`src/rtl/wpr_pkg.sv`:
```
package wpr_pkg;
    typedef enum logic [1:0] {
        LK_LOCKED = 2'd0,
        LK_LATCH  = 2'd1,
        LK_OPEN   = 2'd2
    } lock_e;

    localparam logic [7:0] STATUS_ADDR = 8'h3F;
    localparam logic [7:0] DTRIM_ADDR  = 8'h13;
    localparam logic [7:0] ATRIM_ADDR  = 8'h12;
    localparam logic [7:0] KEY_LATCH   = 8'h02;
    localparam logic [7:0] KEY_OPEN    = 8'h06;
endpackage

```
`src/rtl/wpr_lock_fsm.sv`:
```
module wpr_lock_fsm
    import wpr_pkg::*;
(
    input  logic       clk,
    input  logic       rst_n,
    input  logic       st_wr,
    input  logic [7:0] st_data,
    output lock_e      state,
    output logic       wel,
    output logic       rwel
);
    lock_e nxt;

    always_ff @(posedge clk) begin
        if (!rst_n) state <= LK_LOCKED;
        else        state <= nxt;
    end

    always_comb begin
        nxt = state;
        if (st_wr) begin
            unique case (state)
                LK_LOCKED: nxt = (st_data == KEY_LATCH) ? LK_LATCH : LK_LOCKED;
                LK_LATCH,
                LK_OPEN:   nxt = (st_data == KEY_LATCH) ? LK_LATCH :
                                 (st_data == KEY_OPEN)  ? LK_OPEN  : LK_LOCKED;
                default:   nxt = LK_LOCKED;
            endcase
        end
    end

    always_comb begin
        wel  = (state != LK_LOCKED);
        rwel = (state == LK_OPEN);
    end
endmodule

```
`src/rtl/wpr_reg_store.sv`:
```
module wpr_reg_store
    import wpr_pkg::*;
#(
    parameter int         BLK_BYTES  = 8,
    parameter int         ALARM_SETS = 2,
    parameter logic [7:0] TIME_BASE  = 8'h30
) (
    input  logic                         clk,
    input  logic                         rst_n,
    input  logic                         wr_en,
    input  logic [7:0]                   waddr,
    input  logic [7:0]                   wdata,
    input  logic [7:0]                   raddr,
    output logic [7:0]                   rdata,
    output logic                         w_time_hit,
    output logic [$clog2(BLK_BYTES)-1:0] w_idx
);
    localparam int         ALM_BYTES = BLK_BYTES * ALARM_SETS;
    localparam int         IW        = $clog2(BLK_BYTES);
    localparam int         AIW       = $clog2(ALM_BYTES);
    localparam logic [7:0] ALM_END   = 8'(ALM_BYTES);
    localparam logic [7:0] TIME_END  = 8'(TIME_BASE + BLK_BYTES);

    logic [7:0] time_q  [BLK_BYTES];
    logic [7:0] alarm_q [ALM_BYTES];
    logic [2:0] dtrim_q;
    logic [5:0] atrim_q;

    logic [7:0] w_off, r_off;
    logic       w_alm_hit, r_alm_hit, r_time_hit;

    always_comb begin
        w_off      = waddr - TIME_BASE;
        r_off      = raddr - TIME_BASE;
        w_time_hit = (waddr >= TIME_BASE) && (waddr < TIME_END);
        r_time_hit = (raddr >= TIME_BASE) && (raddr < TIME_END);
        w_alm_hit  = (waddr < ALM_END);
        r_alm_hit  = (raddr < ALM_END);
        w_idx      = w_off[IW-1:0];
    end

    always_ff @(posedge clk) begin
        if (!rst_n) begin
            for (int i = 0; i < BLK_BYTES; i++) time_q[i]  <= '0;
            for (int i = 0; i < ALM_BYTES; i++) alarm_q[i] <= '0;
            dtrim_q <= '0;
            atrim_q <= '0;
        end else if (wr_en) begin
            if (w_time_hit)                time_q[w_off[IW-1:0]]   <= wdata;
            else if (w_alm_hit)            alarm_q[waddr[AIW-1:0]] <= wdata;
            else if (waddr == DTRIM_ADDR)  dtrim_q <= wdata[2:0];
            else if (waddr == ATRIM_ADDR)  atrim_q <= wdata[5:0];
        end
    end

    always_comb begin
        rdata = '0;
        if (r_time_hit)                rdata = time_q[r_off[IW-1:0]];
        else if (r_alm_hit)            rdata = alarm_q[raddr[AIW-1:0]];
        else if (raddr == DTRIM_ADDR)  rdata = {5'b0, dtrim_q};
        else if (raddr == ATRIM_ADDR)  rdata = {2'b0, atrim_q};
    end
endmodule

```
`src/rtl/rtc_regbank.sv`:
```
module rtc_regbank
    import wpr_pkg::*;
#(
    parameter int BLK_BYTES  = 8,
    parameter int ALARM_SETS = 2
) (
    input  logic                         clk,
    input  logic                         rst_n,
    input  logic                         ptr_set_i,
    input  logic [7:0]                   ptr_hi_i,
    input  logic [7:0]                   ptr_lo_i,
    input  logic                         wr_en_i,
    input  logic [7:0]                   wr_data_i,
    input  logic                         rd_en_i,
    output logic [7:0]                   rd_data_o,
    output logic                         load_o,
    output logic [$clog2(BLK_BYTES)-1:0] load_idx_o,
    output logic [7:0]                   load_byte_o
);
    localparam int IW = $clog2(BLK_BYTES);

    logic [15:0]   ptr_q;
    logic          mapped, st_wr, prot_wr, time_wr, rtcf_q, wel, rwel, w_time_hit;
    logic [7:0]    reg_addr, store_rdata;
    logic [IW-1:0] w_idx;
    lock_e         lock_st;

    always_comb begin
        mapped   = (ptr_q[15:8] == 8'h00);
        reg_addr = ptr_q[7:0];
        st_wr    = wr_en_i && mapped && (reg_addr == STATUS_ADDR);
        prot_wr  = wr_en_i && mapped && rwel && (reg_addr != STATUS_ADDR);
        time_wr  = prot_wr && w_time_hit;
    end

    wpr_lock_fsm u_lock (
        .clk     (clk),
        .rst_n   (rst_n),
        .st_wr   (st_wr),
        .st_data (wr_data_i),
        .state   (lock_st),
        .wel     (wel),
        .rwel    (rwel)
    );

    wpr_reg_store #(
        .BLK_BYTES  (BLK_BYTES),
        .ALARM_SETS (ALARM_SETS)
    ) u_store (
        .clk        (clk),
        .rst_n      (rst_n),
        .wr_en      (prot_wr),
        .waddr      (reg_addr),
        .wdata      (wr_data_i),
        .raddr      (reg_addr),
        .rdata      (store_rdata),
        .w_time_hit (w_time_hit),
        .w_idx      (w_idx)
    );

    always_ff @(posedge clk) begin
        if (!rst_n) begin
            ptr_q       <= '0;
            rd_data_o   <= '0;
            rtcf_q      <= 1'b1;
            load_o      <= 1'b0;
            load_idx_o  <= '0;
            load_byte_o <= '0;
        end else begin
            if (ptr_set_i)    ptr_q <= {ptr_hi_i, ptr_lo_i};
            else if (rd_en_i) ptr_q <= ptr_q + 16'd1;

            if (rd_en_i) begin
                if (!mapped)                        rd_data_o <= '0;
                else if (reg_addr == STATUS_ADDR)   rd_data_o <= {5'b0, rwel, wel, rtcf_q};
                else                                rd_data_o <= store_rdata;
            end

            if (time_wr) rtcf_q <= 1'b0;

            load_o <= time_wr;
            if (time_wr) begin
                load_idx_o  <= w_idx;
                load_byte_o <= wr_data_i;
            end
        end
    end
endmodule

```
`config.mk`:
```
export PLATFORM = sky130hd
export DESIGN_NAME = rtc_regbank
export DESIGN_NICKNAME = d
export VERILOG_FILES = /design/src/rtl/wpr_pkg.sv /design/src/rtl/wpr_lock_fsm.sv /design/src/rtl/wpr_reg_store.sv /design/src/rtl/rtc_regbank.sv
export SDC_FILE = /design/constraint.sdc
export NUM_CORES = 1
export LEC_CHECK = 0
export BUFFER_PORTS_ARGS = -buffer_cell sky130_fd_sc_hd__buf_2
export CAP_MARGIN = 15
export CORE_UTILIZATION = 43
export DETAILED_ROUTE_END_ITERATION = 7
export PLACE_DENSITY_LB_ADDON = 0.2
export SYNTH_ARGS = -nofsm -noshare
export SYNTH_HDL_FRONTEND = slang
export SYNTH_SLANG_ARGS = --single-unit
```
`constraint.sdc`:
```
create_clock -name clk -period 5.8 [get_ports clk]
set_input_delay 0.58 -clock clk [delete_from_list [all_inputs] [get_ports clk]]
set_output_delay 0.58 -clock clk [all_outputs]
set_load 0.005 [all_outputs]
```
==> out/summary.md, run 1 <==
The tools report the arrival time of data at the critical path endpoint as 3840 ps. After global routing the overflow that remains totals 0. Of all nets on the critical path, the largest fanout is 16.

The tools report the count of final max-slew check failures as 0. TritonCTS built the clock tree. Summed over all layers, the routed wires come to 29000 um. The total iterations of the first detailed-routing run is 5. The register bit count reported by yosys was 244; the number of cells produced by synthesis was 889. The first routing iteration left 760 violations. Before CTS, the worst setup slack after placement is 2210 ps.

The upper clock frequency limit is 274 MHz. The highest metal layer carrying signal wires in the routed design is met4. In the final routing, the length of wire on met1 measures 13400 um.

The number of top-level design ports was 49. The number of levels the H-tree was split into came out at 1. The element type at the critical path end was a flop. Overall power: 4.00 mW. The final layout contains 930 nets.

Worst hold path class: primary input to flop. Walking the worst path, the cells encountered are ha_1 -> nand3_1 -> o21ai_1 -> or3_1 -> nor4_4 -> nand2b_1. The total track usage was 0.214; the share of the clock period used by the worst path after layout was 0.629. The logs give 0 for the remaining routing DRC violations and 26300 sq um for the area of the core. The post-route clock skew is 9.12 ps, and the half-perimeter wire length of the detailed placement result is 18900 um. The non-filler instance count after layout came out at 1250. The setup path with the least slack is of type flop to flop.

The post-CTS resize count is 0. The cell class contributing the biggest share of worst-path delay was simple AND/OR/NAND/NOR gates. Counting along the longest clock path gives a buffer depth of 3.

For the pin with the worst max-slew slack, the measured transition is 1030 ps. Across the run, the number of max-cap violations was 0. The effective utilization at floorplan came out at 0.443. The tools report the number of antenna violations at the first check in global routing as 1.

The run gives 6872 as the number of global-route vias before repair. The slowest stage cell on the critical path is dfxtp_1. After floorplanning, the core was divided into 59 placement rows.

The most used flip-flop cell after synthesis is edfxtp_1. The share of post-route cells with drive strength above 1 works out to 0.181. The register area share after synthesis was 0.585. The tools report the clock root buffer master as clkbuf_16.

Across all layers, the routed design uses 6925 vias. The share of async-settable or async-resettable flops after synthesis came out at 0. The final-report setup violation count was 0. The average footprint of a synthesized cell is 13.1 sq um.

Yosys mapped a number of flops with a built-in enable equal to 192. Across the whole layout, storage elements account for 6810 sq um. Compared with the post-synthesis result, the final layout area differs by 10.9%.

The logs give 0 for the number of nets with antenna violations after routing and 27700 sq um for the die outline area. The critical path buffer and inverter count was 0. Dividing total power by cell area gives a power density of 310 nW/um^2. The library cell used most frequently in the layout, excluding fill and tap cells, is and2_1.

The chip height was 166 um. Input and output buffers added on the ports amount to 48. After synthesis the cells add up to 11600 sq um. Setup repair after global routing left no endpoint under its margin. The flow ran to the end, and the final reports show no timing, DRC or antenna violations. The average wire length per cell after detail routing is 23.2 um. The analysis attributes to cell leakage a power of 4.56 nW. The total instance count after detailed placement is 1201.

In the detailed route, the total length drawn on met3 is 1490 um. Entering global routing, the biggest net connects 43 pins. In the routed layout, each cell is associated on average with a via count of 5.54. The run gives 0.310 as the worst slew slack as a fraction of its limit.

At the worst endpoint, the required time is 5990 ps. In the final layout, the multi-input gates occupy 4450 sq um. The run gives 0 ps as the setup total negative slack.

Counting distinct cell types in the post-synthesis netlist gives 59. The worst setup path is launched from a flop. The number of buffers added by the clock tree synthesis step is 26, and the CTS sink count is 244. The placer's final routability congestion estimate is 0.789, and the post-cts hold buffer count is 0.

In this design, the stage delay of the slowest critical-path cell is 810 ps. After filler insertion, the fill cell instance count of the layout stands at 2331. Detailed routing placed a total of 13500 um of wire on met2.

Clock-pin slew was measured on the worst setup and hold paths at 60 ps. The smallest clock period supported by the final layout is computed as 3650 ps. Later-pin clock latency in the skew report: 530 ps.

The floorplan step set the die width to 166 um. The Yosys step of the flow raised 0 warnings. VDD sags by at most 194 uV. The logs give 0 for the final-report hold violation count and 0 for the number of buffers inserted to repair setup after CTS. The number of nets handed over by synthesis was 925. Setup slack on the critical path of the routed design comes to 2150 ps. The top cell types in the final layout, fill and taps aside, are 193 x and2_1, 192 x edfxtp_1, 57 x nand2_1. The run gives 44100 um as the global-route wire length before repair.
-- layout make-up --
type                    count  share of cell area
flip-flops and latches    244               0.528
clock inverters            20              0.0156
clock buffers              28              0.0527
diodes                      1            0.000194
multi-input cells         556               0.345
well taps                 335              0.0325
repair buffers             55              0.0227
inverters                  11             0.00320
-- final timing paths --
check / depth (start not counted) / end / slack (ps) / from
worst max-delay path: 6 / u_store.time_q[3][1] / 2150 / ptr_q[0]
worst min-delay path: 3 / ptr_q[9] / 330 / ptr_hi_i[1]
worst max register to register: 6 / u_store.time_q[3][1] / 2150 / ptr_q[0]
worst min register to register: 2 / load_byte_o[7] / 470 / load_byte_o[7]
-- flip-flops by register name (all words and copies together) (netlist names), named ones only --
signal           cells
load_o               1
rtcf_q               1
u_store.time_q      64
ptr_q               16
u_store.alarm_q    128
u_store.dtrim_q      3
rd_data_o            8
u_store.atrim_q      6
load_byte_o          8
load_idx_o           3
u_lock.state         2
-- synth_stat cells, types with 3 or more instances --
master	number	area share
a21boi_0	11	0.0071
a21oi_1	11	0.0047
a22oi_1	5	0.0032
a31oi_1	3	0.0016
and2_1	193	0.10
and3_1	30	0.016
and4_1	5	0.0038
buf_2	26	0.011
clkbuf_1	50	0.016
dfxtp_1	52	0.090
edfxtp_1	192	0.50
ha_1	7	0.0075
inv_1	11	0.0036
mux2i_1	21	0.018
mux4_2	48	0.093
nand2_1	57	0.018
nand2b_1	28	0.015
nand3_1	8	0.0034
nand4_1	6	0.0032
nor2_1	16	0.0052
nor2b_1	15	0.0081
nor3_1	4	0.0017
nor3_2	3	0.0026
nor4_4	5	0.0091
o21ai_0	23	0.0099
o221ai_1	3	0.0023
xnor2_1	6	0.0045
xor2_1	8	0.0060
-- layer usage --
metal  vias to the layer above  track usage
li1                       3234            -
met1                      3464        0.311
met2                       188        0.346
met3                        39       0.0252
met4                         0       0.0475
met5                         -            0
-- worst reg2reg max path: stages (launching register included) --
cell and delay, ps:
dfxtp_1 810, ha_1 580, nand3_1 160, o21ai_1 450, or3_1 790, nor4_4 150, nand2b_1 380
-- through the flow --
stage / hold slack (ps) / util / area [sq um]
6_report: 331 / 0.491 / 12900
5_1_grt: 343 / 0.491 / 12900
4_1_cts: 320 / 0.491 / 12900
3_5_place_dp: 462 / 0.457 / 12000
3_3_place_gp: 451 / 0.457 / 12000
2_1_floorplan: 448 / - / 11600
-- cells by family (layout without fill, tap and decap cells) --
group,Yosys count,count (layout),share of synthesized area
simple gates,385,385,0.206
flops,244,244,0.585
buf+inv,89,114,0.0322
compound gates,80,80,0.0460
mux,70,70,0.112
xor+xnor,14,14,0.0105
fa+ha+maj,7,7,0.00753
other cells,0,1,0
-- where the power goes --
| group | leakage, nW | internal, mW | switching (mW) | total (mW) |
|---|---|---|---|---|
| sequential | 2.25 | 1.96 | 0.0557 | 2.01 |
| combinational | 1.87 | 0.109 | 0.167 | 0.276 |
| clock | 0.434 | 1.02 | 0.689 | 1.71 |
| total | 4.56 | 3.09 | 0.912 | 4.00 |
No activity file was read; power rests on OpenSTA's default activity.
==> run 2: changes to the inputs <==
- clock period: 5.8 -> 3.35 ns (I/O delays scaled with it)
==> out/summary.md, run 2 (same netlist as run 1, synthesis figures left out) <==
The run finished with clean final reports. The overall routed net length is 28800 um (was 29000 um). The highest net fanout along the worst path was 11 (was 16); the area of all placed cells without fillers was 13100 sq um (was 12900 sq um).

The number of levels the H-tree was split into is 1 (unchanged), and the number of nets in the final layout is 943 (was 930). The quantity of I/O buffers inserted on ports was 48 (unchanged). The run gives 0 (unchanged) as the post-cts hold buffer count. The post-CTS resize count was 0 (unchanged); the number of nets with antenna violations after routing was 0 (unchanged). The tools report the number of global-route vias before repair as 6837 (was 6872).

The transition at the pin with the smallest max-transition slack came out at 755 ps (was 1030 ps). Most frequent cells in the layout: 193 x and2_1, 192 x edfxtp_1, 57 x nand2_1 (unchanged). The peak supply drop is 364 uV (was 194 uV), and the share of the clock period used by the worst path after layout is 0.883 (was 0.629). The tools report the initial detailed-routing violation count as 553 (was 760). TritonCTS built the clock tree. The final-report hold violation count is 0 (unchanged). Critical Path, Cell by Cell: nand4bb_1 -> o21ai_1 -> or3_1 -> nor4b_4 -> nand2b_1 (was ha_1 -> nand3_1 -> o21ai_1 -> or3_1 -> nor4_4 -> nand2b_1). The tools report the max-capacitance violation count as 0 (unchanged). The flip-flop count of the largest register, all copies and words added is 128 (unchanged), and the count of final max-slew check failures is 0 (unchanged). The logic depth of the worst register-to-register path came out at 5 (was 6). Setup repair after global routing left no endpoint under its margin. Slowest stage cell on the critical path: or3_1 (was dfxtp_1). The vias per cell was 5.54 (about the same); the chip height was 166 um (unchanged).

The remaining routing DRC violations came out at 0 (unchanged). The logs give 393 ps (was 2150 ps) for the minimum setup slack in the final design and 410 ps (was 2210 ps) for the minimum setup slack after placement. The tools report the terminus of the critical flop-to-flop path as u_store.time_q[0][3] (was u_store.time_q[3][1]).

The worst hold path class is primary input to flop (unchanged). The synthesis-to-finish area growth is 12.4% (was 10.9%), and the register-to-register setup slack is 390 ps (was 2150 ps). The worst slew slack as a fraction of its limit was 0.496 (was 0.310). Largest registers ranked by flip-flop count: u_store.alarm_q x128, u_store.time_q x64, ptr_q x16 (unchanged).

The total iterations of the first detailed-routing run was 7 (was 5); the maximum clock insertion buffer count was 3 (unchanged). The later-pin clock latency in the skew report is 530 ps (about the same), and the global-route wire length before repair is 44000 um (was 44100 um). The post-route clock skew is 9.74 ps (was 9.12 ps). The arrival time of data at the critical path endpoint was 3150 ps (was 3840 ps).

The share of post-route cells with drive strength above 1 was 0.196 (was 0.181); the die width was 166 um (unchanged). The area of the core was 26300 sq um (unchanged); the time the worst path needs with I/O delays and setup was 2960 ps (was 3650 ps). The register containing the most flip-flops in the final layout is u_store.alarm_q (unchanged). The logs give 244 (unchanged) for the CTS sink count and 19100 um (was 18900 um) for the half-perimeter wire length of the detailed placement result. The final-report setup violation count is 0 (unchanged), and the overall power is 7.14 mW (was 4.00 mW). The tools report the reg-to-reg startpoint as ptr_q[6] (was ptr_q[0]). The routed via count is 7000 (was 6925). For the total instance count after detailed placement, the log shows 1214 (was 1201).

The total cell area at the placement stage is 12100 sq um (was 12000 sq um). The tools report the non-filler instance count after layout as 1263 (was 1250). Placer's final routability congestion estimate: 0.785 (was 0.789). The data required time at the worst endpoint was 3540 ps (was 5990 ps). The tools report the startpoint of the most critical setup path as ptr_q[6] (was ptr_q[0]).

The critical path's largest stage delay was 680 ps (was 810 ps); the die outline area was 27700 sq um (unchanged). The logs give 0 (unchanged) for the residual overflow from global routing and 0.443 (unchanged) for the effective utilization at floorplan. The number of standard-cell rows in the floorplan was 59 (unchanged). The element type at the critical path end was a flop (unchanged). The tools report the number of buffers inserted to repair setup after CTS as 0 (unchanged). Upper clock frequency limit: 338 MHz (was 274 MHz). The clock root buffer master was clkbuf_16 (unchanged). The clock transition time at the flip-flop clock pins of the worst setup and hold paths was 60 ps (about the same). The maximum number of pins on one net before global-route repair came out at 48 (was 43).

Path type of the worst setup path: flop to flop (unchanged). The timing endpoint of the critical path is u_store.time_q[0][3] (was u_store.time_q[3][1]). The power density over the cells is 546 nW/um^2 (was 310 nW/um^2), and the setup total negative slack is 0 ps (unchanged). The most common cell after layout, fill and taps aside was and2_1 (unchanged). The number of top-level design ports was 49 (unchanged); the total track usage was 0.212 (was 0.214). The number of buffers added by the clock tree synthesis step came out at 26 (unchanged).

The tools report the startpoint kind of the worst setup timing path as a flop (unchanged). The average wire length per cell after detail routing was 22.8 um (was 23.2 um). The reported leakage power is 4.66 nW (was 4.56 nW). The number of antenna violations at the first check in global routing is 1 (unchanged).
## run 2: power breakdown
| group | switching (mW) | internal [mW] | total, mW | leakage [nW] |
|---|---|---|---|---|
| logic | 0.297 | 0.201 | 0.499 | 1.95 |
| registers | 0.0929 | 3.39 | 3.48 | 2.25 |
| clock network | 1.22 | 1.94 | 3.15 | 0.452 |
| total | 1.61 | 5.53 | 7.14 | 4.66 |
## run 2: how the worst min path moves through the flow
stage | end | slack (ps) | from | cells after the start
floorplan | u_lock.state[0] | 450 | u_lock.state[0] | 2
global placement | load_byte_o[5] | 450 | load_byte_o[5] | 2
detailed placement | load_byte_o[5] | 460 | load_byte_o[5] | 2
CTS | ptr_q[12] | 80 | ptr_hi_i[4] | 3
global route | ptr_q[11] | 120 | ptr_hi_i[3] | 3
finish | ptr_q[12] | 100 | ptr_hi_i[4] | 3
## run 2: layer usage
layer	vias up	share of wire	track usage
li1	3255	-	-
met1	3486	0.45	0.309
met3	36	0.060	0.0295
met2	223	0.47	0.336
met4	0	0.019	0.0523
met5	-	0	0
## run 2: per-stage QoR
stage	hold WS, ps	utilization
2_1_floorplan	448	-
3_3_place_gp	452	0.462
3_5_place_dp	458	0.462
4_1_cts	80.5	0.497
5_1_grt	121	0.497
6_report	95.3	0.498
## run 2: critical path, delay by kind of cell (launching register included)
kind,cells,cell delay [ps]
simple gates,4,1840
flops,1,570
compound gates,1,210
## run 2: cell type report
cell class                 count  area, sq um
timing repair buffer          68          403
clock buffer                  29          683
multi-input combinational    556         4460
tap                          335          419
antenna                        1         2.50
sequential                   244         6810
fill                        2282        13200
inverter                      11         41.3
clock inverter                19          262
==> run 3: changes to the inputs <==
- ABC_AREA: default -> 1
==> out/summary.md, run 3 <==
The tools report the count of distinct cell types in the synthesized netlist as 37 (was 59). The quantity of I/O buffers inserted on ports is 48 (unchanged), and the number of top-level design ports is 49 (unchanged). The number of levels the H-tree was split into was 1 (unchanged); the routed via count was 8742 (was 7000). For the final cell utilization of the core, the log shows 0.490 (was 0.498). TritonCTS built the clock tree. Net switching fraction of the power: 0.240 (was 0.225). The element type at the critical path end was a flop (unchanged). The worst slew slack as a fraction of its limit was 0.313 (was 0.496); the CTS sink count was 244 (unchanged).

The share of async-settable or async-resettable flops after synthesis came out at 0 (unchanged). The die width is 164 um (was 166 um), and the number of buffers inserted to repair setup after CTS is 0 (unchanged). The count of flip-flops with a built-in enable after synthesis works out to 192 (unchanged).

The tools report the maximum number of pins on one net before global-route repair as 98 (was 48). The arrival time of data at the critical path endpoint came out at 3000 ps (was 3150 ps). The logs give 1290 (was 943) for the number of nets in the final layout and 0.231 (was 0.212) for the total track usage. The non-filler instance count after layout was 1606 (was 1263).

Largest registers ranked by flip-flop count: u_store.alarm_q x128, u_store.time_q x64, ptr_q x16 (unchanged). Setup total negative slack: 0 ps (unchanged). The run gives 30600 um (was 28800 um) as the overall routed net length. The logic depth of the worst register-to-register path is 10 (was 5), and the vias per cell is 5.44 (was 5.54). The sequential fraction of design power was 0.494 (was 0.488); the clock transition time at the flip-flop clock pins of the worst setup and hold paths was 60 ps (about the same). The tools report the final-report hold violation count as 0 (unchanged).

The number of global-route vias before repair was 8116 (was 6837). Cell type with the highest aggregate area in the netlist: edfxtp_1 (unchanged). The chip height is 164 um (was 166 um), and the time the worst path needs with I/O delays and setup is 2800 ps (was 2960 ps).

The terminus of the critical flop-to-flop path is u_store.alarm_q[3][7] (was u_store.time_q[0][3]). The register bit count reported by yosys was 244 (unchanged). Setup repair after global routing left no endpoint under its margin.

The number of standard-cell rows in the floorplan is 59 (unchanged). The reported leakage power is 5.05 nW (was 4.66 nW), and the number of cells produced by synthesis is 1229 (was 889). The max-capacitance violation count is 0 (unchanged).

The post-route clock skew came out at 7.95 ps (was 9.74 ps). The slowest stage cell on the critical path is nor3_4 (was or3_1). Later-pin clock latency in the skew report: 540 ps (was 530 ps).

Startpoint of the most critical hold path: ptr_hi_i[4] (unchanged). The total instance count after detailed placement came out at 1561 (was 1214). The synthesis-to-finish area growth is 12.3% (was 12.4%), and the maximum clock insertion buffer count is 3 (unchanged). The synthesized area came out at 11300 sq um (was 11600 sq um). The tools report the area of the core as 26000 sq um (was 26300 sq um). The critical path buffer and inverter count came out at 1 (was 0).

The post-CTS resize count was 0 (unchanged); the flip-flop count of the largest register, all copies and words added was 128 (unchanged). The internal power contribution was 5.23 mW (was 5.53 mW); the critical path's largest stage delay was 430 ps (was 680 ps). The final-report setup violation count was 0 (unchanged).

The tools report the layout filler cell count as 2459 (was 2282). The global-route wire length before repair came out at 46600 um (was 44000 um). The highest net fanout along the worst path is 9 (was 11), and the transition at the pin with the smallest max-transition slack is 1030 ps (was 755 ps). The average wire length per cell after detail routing was 19.1 um (was 22.8 um). The tools report the startpoint kind of the worst setup timing path as a flop (unchanged). The cell class contributing the biggest share of worst-path delay was simple AND/OR/NAND/NOR gates (unchanged).

The share of Yosys cell area claimed by the top area cell type was 0.508 (was 0.496). The flow ran to the end, and the final reports show no timing, DRC or antenna violations. The average footprint of a synthesized cell is 9.23 sq um (was 13.1 sq um). Flip-flop cell with the highest count after synthesis: edfxtp_1 (unchanged). The placer's final routability congestion estimate was 0.865 (was 0.785); the worst hold path stage count was 3 (unchanged).

The combinational share of power is 0.083 (was 0.070). Worst-case hold path end point: ptr_q[12] (unchanged). The clock root buffer master is clkbuf_16 (unchanged).

The share of the clock period used by the worst path after layout was 0.836 (was 0.883). Most numerous cell in the Yosys netlist: nand2_1 (was and2_1). The tools report the initial detailed-routing violation count as 781 (was 553). The share of post-route cells with drive strength above 1 came out at 0.136 (was 0.196).

Most frequent cells in the layout: 252 x nand2_1, 232 x nor2_1, 192 x edfxtp_1 (was 193 x and2_1, 192 x edfxtp_1, 57 x nand2_1). The post-cts hold buffer count was 0 (unchanged); the number of antenna violations at the first check in global routing was 0 (was 1). The register containing the most flip-flops in the final layout was u_store.alarm_q (unchanged). The clock network fraction of design power was 0.422 (was 0.442). The residual overflow from global routing was 0 (unchanged). Reg-to-reg startpoint: ptr_q[0] (was ptr_q[6]). The register area share after synthesis is 0.600 (was 0.585).

For the count of final max-slew check failures, the log shows 0 (unchanged). The most common cell after layout, fill and taps aside was nand2_1 (was and2_1). The tools report the switching component of the power as 1.65 mW (was 1.61 mW). The final antenna diode count came out at 0 (was 1).

The path type of the worst setup path is flop to flop (unchanged). Effective utilization at floorplan: 0.437 (was 0.443). The count of warnings emitted by yosys is 0 (unchanged). Worst hold path class: primary input to flop (unchanged).

The remaining routing DRC violations was 0 (unchanged). Top cells by area in the synthesized netlist: edfxtp_1 51%, dfxtp_1 9.2%, nand2_1 8.3% (was edfxtp_1 50%, and2_1 10%, mux4_2 9.3%). The run gives 0 (unchanged) as the number of nets with antenna violations after routing. For the total iterations of the first detailed-routing run, the log shows 5 (was 7). For the peak supply drop, the log shows 354 uV (was 364 uV).

The run gives 357 MHz (was 338 MHz) as the upper clock frequency limit. The tools report the overall power as 6.88 mW (was 7.14 mW). Critical Path, Cell by Cell: ha_1 -> inv_1 -> nor2_2 -> nand2_4 -> nor2_4 -> nor3_4 -> nand2_4 -> nor2_2 -> nand2_2 -> nand2_1 (was nand4bb_1 -> o21ai_1 -> or3_1 -> nor4b_4 -> nand2b_1). Most frequent cells after synthesis: 252 x nand2_1, 232 x nor2_1, 192 x edfxtp_1 (was 193 x and2_1, 192 x edfxtp_1, 57 x nand2_1). The power density over the cells was 540 nW/um^2 (was 546 nW/um^2). The die outline area is 27000 sq um (was 27700 sq um), and the number of buffers added by the clock tree synthesis step is 26 (unchanged). The tools report the net count after synthesis as 1265 (was 925). The run gives 3550 ps (was 3540 ps) as the data required time at the worst endpoint. The register-to-register setup slack was 550 ps (was 390 ps). Half-perimeter wire length of the detailed placement result: 19700 um (was 19100 um).
## run 3: worst register-to-register path: cells and delay by family, from the launching register on
family | cells | cell delay (ps)
adder cells (fa/ha/maj) | 1 | 270
buffers and inverters | 1 | 150
flip-flops | 1 | 390
AND/OR/NAND/NOR | 8 | 1670
## run 3: worst max-delay path by stage
stage | start | endpoint | slack, ps | depth (start not counted)
CTS | ptr_q[0] | u_store.alarm_q[3][7] | 550 | 10
global placement | ptr_q[0] | u_store.alarm_q[11][1] | 620 | 10
global route | ptr_q[0] | u_store.alarm_q[3][7] | 350 | 10
finish | ptr_q[0] | u_store.alarm_q[3][7] | 550 | 10
detailed placement | ptr_q[0] | u_store.alarm_q[3][0] | 570 | 10
floorplan | ptr_q[0] | u_store.time_q[7][0] | 1060 | 12
## run 3: final cells by class
class | instances | area, sq um | share of cell area
clock buffer | 34 | 722 | 0.0567
clock inverter | 11 | 129 | 0.0101
inverter | 71 | 272 | 0.0213
multi-input combinational | 846 | 3990 | 0.313
sequential | 244 | 6810 | 0.535
tap | 335 | 419 | 0.0329
timing repair buffer | 65 | 393 | 0.0309
## run 3: metal layers
layer | part of all wire | wire, um | up-vias | global-route usage
met5 | 0 | 0 | - | 0
met2 | 0.47 | 14200 | 349 | 0.369
met3 | 0.074 | 2270 | 53 | 0.0289
met1 | 0.44 | 13400 | 4167 | 0.330
li1 | - | - | 4173 | -
met4 | 0.022 | 679 | 0 | 0.0663
## run 3: cells by family after synthesis
logic type | share of synthesized area
DFF | 0.600
and+or+nand+nor | 0.270
adders and majority gates | 0.00772
AOI/OAI and AO/OA | 0.0644
buffers and inverters | 0.0482
xor gates and xnor gates | 0.00927
## run 3: power by group through the flow
stage	Clock, mW	Combinational (mW)	Sequential (mW)
after global routing	3.03	0.627	3.41
after CTS	2.92	0.570	3.40
final	2.90	0.573	3.40
after floorplan	0	0.369	3.44
after detailed placement	0	0.568	3.46
after global placement	0	0.564	3.46
## run 3: metrics by stage
step	setup WS, ps	cell area, sq um	hold WS (ps)
after detailed placement	574	11900	435
after global routing	355	12700	85.1
after global placement	617	11900	432
after CTS	555	12700	69.7
final	551	12700	80.4
after floorplan	1060	11300	429
